<file path="config.mk">
export PLATFORM = sky130hd
export DESIGN_NAME = pll_serial_prog
export DESIGN_NICKNAME = d
export VERILOG_FILES = /design/src/rtl/pll_serial_prog_pkg.sv /design/src/rtl/pll_serial_sync.sv /design/src/rtl/pll_serial_shift.sv /design/src/rtl/pll_serial_latch.sv /design/src/rtl/pll_serial_prog.sv
export SDC_FILE = /design/constraint.sdc
export NUM_CORES = 1
export LEC_CHECK = 0
export CORE_ASPECT_RATIO = 1.5
export CORE_UTILIZATION = 48
export DETAILED_ROUTE_END_ITERATION = 10
export PLACE_DENSITY = 0.72
export SETUP_SLACK_MARGIN = 0.1
export SYNTH_ARGS = -nofsm -noshare
export SYNTH_HDL_FRONTEND = slang
export SYNTH_SLANG_ARGS = --single-unit
</file>
<file path="constraint.sdc">
create_clock -name clk -period 4.08 [get_ports clk]
set_input_delay 1.224 -clock clk [delete_from_list [all_inputs] [get_ports clk]]
set_output_delay 1.224 -clock clk [all_outputs]
set_load 0.005 [all_outputs]
</file>
<file path="src/rtl/pll_serial_prog_pkg.sv">
// Package: shared widths, control codes and field layouts for the
// synthesizer programming port. Assumes the 21-bit word with the control
// code in its two lowest bits and a 19-bit payload above it.
package pll_serial_prog_pkg;

    localparam int WORD_W = 21;
    localparam int CODE_W = 2;
    localparam int PAY_W  = WORD_W - CODE_W;
    localparam int RDIV_W = 14;
    localparam int TEST_W = 4;
    localparam int SWAL_W = 5;
    localparam int MAIN_W = 13;

    // Control code, written as {C2, C1}
    typedef enum logic [CODE_W-1:0] {
        CODE_REF  = 2'b00,
        CODE_MAIN = 2'b01,
        CODE_UN2  = 2'b10,
        CODE_UN3  = 2'b11
    } sel_code_e;

    // Reference payload, most significant field first
    typedef struct packed {
        logic              ld_prec;
        logic [TEST_W-1:0] test;
        logic [RDIV_W-1:0] rdiv;
    } ref_pay_t;

    // Main-divider payload, most significant field first
    typedef struct packed {
        logic              cp_high;
        logic [MAIN_W-1:0] bcnt;
        logic [SWAL_W-1:0] acnt;
    } main_pay_t;

endpackage

</file>
<file path="src/rtl/pll_serial_sync.sv">
// Module: brings one asynchronous serial line into the clk domain through a
// flop chain and flags its rising edge for one cycle.
// Assumes each level is held for at least STAGES+1 clk cycles.
module pll_serial_sync #(
    parameter int STAGES = 2
) (
    input  logic clk,
    input  logic rst_n,
    input  logic async_i,
    output logic level_o,
    output logic rise_o
);
    logic [STAGES-1:0] chain;
    logic              prev;

    // Synchronizer chain; the first stage samples the raw line
    generate
        for (genvar s = 0; s < STAGES; s++) begin : g_stage
            if (s == 0) begin : g_first
                always_ff @(posedge clk) begin
                    if (!rst_n) chain[0] <= 1'b0;
                    else        chain[0] <= async_i;
                end
            end else begin : g_next
                always_ff @(posedge clk) begin
                    if (!rst_n) chain[s] <= 1'b0;
                    else        chain[s] <= chain[s-1];
                end
            end
        end
    endgenerate

    // Remember the last synchronized level for edge detection
    always_ff @(posedge clk) begin
        if (!rst_n) prev <= 1'b0;
        else        prev <= chain[STAGES-1];
    end

    assign level_o = chain[STAGES-1];
    assign rise_o  = chain[STAGES-1] & ~prev;

    // an edge strobe never lasts two cycles
    edge_single_chk: assert property (@(posedge clk) disable iff (!rst_n)
        rise_o |=> !rise_o);

endmodule

</file>
<file path="src/rtl/pll_serial_shift.sv">
// Module: the holding shift register. On each shift strobe the data bit
// enters bit 0 and older bits move toward the top; the top bit is lost.
// Assumes shift_i lasts one cycle for each serial clock edge.
module pll_serial_shift #(
    parameter int WIDTH = 21
) (
    input  logic             clk,
    input  logic             rst_n,
    input  logic             shift_i,
    input  logic             din_i,
    output logic [WIDTH-1:0] word_o
);
    // Shift in a bit on each strobe, hold otherwise
    always_ff @(posedge clk) begin
        if (!rst_n)       word_o <= '0;
        else if (shift_i) word_o <= {word_o[WIDTH-2:0], din_i};
    end

    // the holding word moves only on a shift strobe
    hold_idle_chk: assert property (@(posedge clk) disable iff (!rst_n)
        !shift_i |=> $stable(word_o));

endmodule

</file>
<file path="src/rtl/pll_serial_latch.sv">
// Module: decodes the control code of the holding word on a load strobe,
// range-checks the addressed payload, and updates the reference or main
// register only when the payload is legal; otherwise pulses an error.
// Assumes load_i lasts one cycle and word_i is the pre-shift holding word.
module pll_serial_latch
    import pll_serial_prog_pkg::*;
#(
    parameter int RDIV_MIN = 3,
    parameter int MAIN_MIN = 3
) (
    input  logic              clk,
    input  logic              rst_n,
    input  logic              load_i,
    input  logic [WORD_W-1:0] word_i,
    output logic [RDIV_W-1:0] rdiv_o,
    output logic              ld_prec_o,
    output logic [SWAL_W-1:0] acnt_o,
    output logic [MAIN_W-1:0] bcnt_o,
    output logic              cp_high_o,
    output logic              err_o
);
    localparam logic [RDIV_W-1:0] RDIV_MIN_V = RDIV_W'(RDIV_MIN);
    localparam logic [MAIN_W-1:0] MAIN_MIN_V = MAIN_W'(MAIN_MIN);

    sel_code_e  code;
    ref_pay_t   ref_pay;
    main_pay_t  main_pay;
    logic       ref_ok;
    logic       main_ok;
    logic       ref_upd;
    logic       main_upd;
    logic       reject;

    // Split the holding word and judge both payload views
    always_comb begin
        code     = sel_code_e'(word_i[CODE_W-1:0]);
        ref_pay  = ref_pay_t'(word_i[WORD_W-1:CODE_W]);
        main_pay = main_pay_t'(word_i[WORD_W-1:CODE_W]);
        ref_ok   = (ref_pay.rdiv >= RDIV_MIN_V) && (ref_pay.test == '0);
        main_ok  = (main_pay.bcnt >= MAIN_MIN_V) &&
                   ({{(MAIN_W-SWAL_W){1'b0}}, main_pay.acnt} <= main_pay.bcnt);
        ref_upd  = load_i && (code == CODE_REF)  && ref_ok;
        main_upd = load_i && (code == CODE_MAIN) && main_ok;
        reject   = load_i && (((code == CODE_REF)  && !ref_ok) ||
                              ((code == CODE_MAIN) && !main_ok));
    end

    // Reference register: divide ratio and lock precision
    always_ff @(posedge clk) begin
        if (!rst_n) begin
            rdiv_o    <= '0;
            ld_prec_o <= 1'b0;
        end else if (ref_upd) begin
            rdiv_o    <= ref_pay.rdiv;
            ld_prec_o <= ref_pay.ld_prec;
        end
    end

    // Main register: swallow count, main count, pump current
    always_ff @(posedge clk) begin
        if (!rst_n) begin
            acnt_o    <= '0;
            bcnt_o    <= '0;
            cp_high_o <= 1'b0;
        end else if (main_upd) begin
            acnt_o    <= main_pay.acnt;
            bcnt_o    <= main_pay.bcnt;
            cp_high_o <= main_pay.cp_high;
        end
    end

    // Error strobe for a rejected load
    always_ff @(posedge clk) begin
        if (!rst_n) err_o <= 1'b0;
        else        err_o <= reject;
    end

    // the error strobe is a single cycle
    err_pulse_chk: assert property (@(posedge clk) disable iff (!rst_n)
        err_o |=> !err_o);

    // a rejected load leaves the reference register unchanged
    ref_keep_chk: assert property (@(posedge clk) disable iff (!rst_n)
        err_o |-> $stable(rdiv_o) && $stable(ld_prec_o));

    // a rejected load leaves the main register unchanged
    main_keep_chk: assert property (@(posedge clk) disable iff (!rst_n)
        err_o |-> $stable(acnt_o) && $stable(bcnt_o) && $stable(cp_high_o));

    // without a load strobe no latched field moves
    idle_hold_chk: assert property (@(posedge clk) disable iff (!rst_n)
        !load_i |=> $stable(rdiv_o) && $stable(bcnt_o) && $stable(acnt_o));

    // an accepted reference ratio is within range
    ref_range_chk: assert property (@(posedge clk) disable iff (!rst_n)
        ref_upd |=> rdiv_o >= RDIV_MIN_V);

    // an accepted main load has B at least the minimum and A not above B
    main_range_chk: assert property (@(posedge clk) disable iff (!rst_n)
        main_upd |=> (bcnt_o >= MAIN_MIN_V) &&
                     ({{(MAIN_W-SWAL_W){1'b0}}, acnt_o} <= bcnt_o));

endmodule

</file>
<file path="src/rtl/pll_serial_prog.sv">
// Module: top of the synthesizer programming port. Synchronizes the three
// serial lines, feeds the holding shift register and the checked latch.
// Assumes serial high and low times of at least SYNC_STAGES+1 clk cycles.
module pll_serial_prog
    import pll_serial_prog_pkg::*;
#(
    parameter int SYNC_STAGES = 2,
    parameter int RDIV_MIN    = 3,
    parameter int MAIN_MIN    = 3
) (
    input  logic              clk,
    input  logic              rst_n,
    input  logic              ser_clk_i,
    input  logic              ser_data_i,
    input  logic              ser_le_i,
    output logic [RDIV_W-1:0] ref_div_o,
    output logic              lock_prec_o,
    output logic [SWAL_W-1:0] swallow_o,
    output logic [MAIN_W-1:0] main_cnt_o,
    output logic              cp_high_o,
    output logic              load_err_o
);
    logic              sclk_lvl, sclk_rise;
    logic              sdat_lvl, sdat_rise;
    logic              sle_lvl,  sle_rise;
    logic [WORD_W-1:0] hold_word;

    pll_serial_sync #(.STAGES(SYNC_STAGES)) u_sync_clk (
        .clk(clk), .rst_n(rst_n), .async_i(ser_clk_i),
        .level_o(sclk_lvl), .rise_o(sclk_rise));

    pll_serial_sync #(.STAGES(SYNC_STAGES)) u_sync_dat (
        .clk(clk), .rst_n(rst_n), .async_i(ser_data_i),
        .level_o(sdat_lvl), .rise_o(sdat_rise));

    pll_serial_sync #(.STAGES(SYNC_STAGES)) u_sync_le (
        .clk(clk), .rst_n(rst_n), .async_i(ser_le_i),
        .level_o(sle_lvl), .rise_o(sle_rise));

    pll_serial_shift #(.WIDTH(WORD_W)) u_shift (
        .clk(clk), .rst_n(rst_n), .shift_i(sclk_rise),
        .din_i(sdat_lvl), .word_o(hold_word));

    pll_serial_latch #(.RDIV_MIN(RDIV_MIN), .MAIN_MIN(MAIN_MIN)) u_latch (
        .clk(clk), .rst_n(rst_n), .load_i(sle_rise), .word_i(hold_word),
        .rdiv_o(ref_div_o), .ld_prec_o(lock_prec_o), .acnt_o(swallow_o),
        .bcnt_o(main_cnt_o), .cp_high_o(cp_high_o), .err_o(load_err_o));

    // outputs are cleared in the cycle after reset is applied
    reset_clear_chk: assert property (@(posedge clk)
        !rst_n |=> (ref_div_o == '0) && (main_cnt_o == '0) && !load_err_o);

    // Levels other than the data line are used only through their edges
    logic unused_ok;
    assign unused_ok = sclk_lvl ^ sdat_rise ^ sle_lvl;

endmodule

</file>
==> flow_summary.ini <==
[logic_synthesis]
synth_common_cells = 84 x nand2_1, 64 x dfxtp_1, 34 x mux2i_1, 17 x nor2b_1, 13 x clkbuf_1
syn_avg_cell_area_um2 = 9.41
syn_inst = 273
yosys_warnings = 0
synthFlopType = dfxtp_1
synth.most_common_cell = nand2_1
async_flop_share_pct = 0
synth-edff-count = 0
synth_seq_cells = 64
synth_fp_nets = 283
synth_top_area_share_pct = 49.9
synth.distinct_cells = 28
yosys.area.top_type = dfxtp_1
yosysSeqAreaShare_pct = 49.9
syn_area_um2 = 2570
yosys-top-cells-area = dfxtp_1 50%, mux2i_1 13%, nand2_1 12%

[cts]
path_clk_slew_ps = 60
cts_resized = 0
cts_root_buffer = clkbuf_8
cts_made_buffers = 9
tritoncts = done
hold_buffers = 0
cts_buffer_depth = 2
worstSkewPairLatency_ps = 330
h-tree-depth = 3
clock-sinks = 64
post_cts_buffers = 0

[setup_path]
cp_data_arrival_time_ps = 1170
cpLargestDelayFamily = buffers and inverters
worstSetupStartpointType = register
cp_num_buf_inv = 1
worstSetupEndpointType = primary output
max_stage_delay_ps = 500
r2r_cells = 8
worstPathCellList = clkdlybuf4s50_1
reg2reg_to = u_latch.cp_high_o$_SDFFE_PN0P_
worstReg2RegStart = u_shift.word_o[11]$_SDFFE_PN0P_
worstPathRequired_ps = 2860
reg2reg_slack_ps = 2020
cp_max_fo = 2
slowest_stage = clkdlybuf4s50_1
critPathKind = register to primary output
cp_num_cells = 1

[sta]
fin_tns_setup_ps = 0
slew_headroom_pct = 44.8
timing_max_transition_violations_final = 0
period_needed_ps = 2400
setup_violations = 0
worst_slew_pin_slew_ps = 827
rsz0062_at_grt = no
period_share_pct = 58.8
report.final.hold_viol_count = 0
fin_skew_ps = 7.94
clock.fmax_mhz = 417

[grt]
grt_pass1_vias = 1796
overflow = 0
grt_pass1_wl_um = 8000
grt_start_max_net_pins = 53
antenna_found_initial = 0
grt_use_total_pct = 19.4

[detailed_routing]
ant_nets = 0
drcViolationCount = 0
first_iter_violations = 117
drt-total-wl_um = 4810
routed-via-count = 1890
avgRoutedWirePerCell_um = 12.6
first_pass_iters = 6
vias_per_cell = 4.93

[power_and_ir_drop]
peakVddDrop_mv = 0.281
p_seq_share_pct = 56.7
p_clk_share_pct = 40.8
combPwrFrac_pct = 2.5
swShare_pct = 21.4
power_mw = 1.11
power.density_nw_per_um2 = 352
p_leak_nw = 1.15
internal_power_mw = 0.873
p_sw_mw = 0.238

[floorplan]
fp-row-count = 32
core_um2 = 5160
num_io_pins = 40
die_area_um2 = 5660
start_util_pct = 49.8
die_h_um = 91.6
die_x_um = 61.7

[min_path]
holdPathStages = 2
hp-class = register to register
whs_endpoint = u_shift.word_o[0]$_SDFFE_PN0P_
hold_start = u_sync_dat.level_o$_SDFF_PN0_

[place]
place_hpwl_um = 3120
portBuffers = 39
finalWeightedCongestion = 0.748

[job]
drv_cap = 0

[run_status]
outcome = finished clean

[cells_and_area]
antennaDiodeCount = 0
n_fill_cell = 459
area_growth_pct = 22.6
drive_above_1_share_pct = 7.30
fin_nets = 320
per-stage QoR:
stage / setup WS, ps / hold slack, ps / area (um2) / util [%] / cells
after floorplan: 2070 / 412 / 2570 / - / 273
after global placement: 1560 / 417 / 2990 / 57.8 / 367
after detailed placement: 1540 / 423 / 2990 / 57.8 / 367
after CTS: 1650 / 438 / 3150 / 61.0 / 383
after global routing: 1610 / 454 / 3150 / 61.0 / 383
final: 1680 / 434 / 3150 / 61.0 / 383
cell usage in the layout (no fill, tap or decap), types with 3 or more instances in the layout:
cell type | netlist | layout
nand2_1 | 84 | 84
clkbuf_8 | 0 | 10
and2_1 | 8 | 8
dfxtp_1 | 64 | 64
a21boi_1 | 11 | 11
mux2i_1 | 34 | 34
inv_1 | 5 | 5
nor2b_1 | 17 | 17
ha_1 | 5 | 5
clkdlybuf4s50_1 | 0 | 38
buf_4 | 1 | 3
clkinv_2 | 0 | 4
a21boi_0 | 10 | 10
flip-flops by register name (all words and copies together), names as in the netlist:
signal and flops:
u_sync_le.chain 1, u_latch.rdiv_o 14, u_latch.cp_high_o 1, u_latch.bcnt_o 13, u_latch.err_o 1, u_sync_le.prev 1, u_sync_le.level_o 1, u_sync_dat.level_o 1
u_sync_clk.chain 1, u_latch.ld_prec_o 1, u_latch.acnt_o 5, u_sync_clk.level_o 1, u_sync_dat.chain 1, u_sync_clk.prev 1, u_shift.word_o 21
per-layer routing:
| layer | routed length (um) | vias to the layer above | GRT usage, % |
|---|---|---|---|
| met5 | 0 | - | 0 |
| met4 | 53 | 0 | 8.33 |
| met3 | 143 | 2 | 7.19 |
| met2 | 2410 | 34 | 30.7 |
| met1 | 2210 | 886 | 22.7 |
| li1 | - | 968 | - |
area by class of cell:
type	instances	area, um2	share of cell area [%]
clock inverters	4	20.0	0.635
inverters	5	18.8	0.596
well taps	68	85.1	2.70
flip-flops and latches	64	1280	40.7
repair buffers	42	408	12.9
multi-input cells	188	1190	37.8
clock buffers	12	145	4.61
power groups by stage:
stage	sequential (mW)	clock [mW]	combinational (mW)
floorplan	0.643	0	0.0207
global placement	0.643	0	0.0281
detailed placement	0.643	0	0.0284
CTS	0.629	0.467	0.0285
global route	0.629	0.497	0.0308
finish	0.629	0.453	0.0279
worst register-to-register path, stage by stage, from the launching register on:
cell and delay [ps]:
dfxtp_1 440, inv_1 70, ha_1 310, nand3_1 100
o211ai_1 220, a31oi_2 80, nor3b_2 190, buf_4 330
mux2i_1 230
logic make-up (layout without fill, tap and decap cells):
family	count (synthesis)	after routing	share of synthesized area, %
AO/OA/AOI/OAI	27	27	8.03
adder cells (fa/ha/maj)	5	5	2.43
buffers and inverters	21	63	3.94
flip-flops	64	64	49.9
multiplexers	34	34	13.2
AND/OR/NAND/NOR	122	122	22.5
worst max path at each step:
stage	from	endpoint
4_1_cts	u_latch.acnt_o[4]$_SDFFE_PN0P_	swallow_o[4]
3_3_place_gp	rst_n	u_latch.bcnt_o[3]$_SDFFE_PN0P_
5_1_grt	u_latch.rdiv_o[11]$_SDFFE_PN0P_	ref_div_o[11]
3_5_place_dp	rst_n	u_latch.bcnt_o[3]$_SDFFE_PN0P_
2_1_floorplan	rst_n	u_latch.acnt_o[3]$_SDFFE_PN0P_
6_report	u_latch.rdiv_o[6]$_SDFFE_PN0P_	ref_div_o[6]
Power figures use the tool's default switching activity.
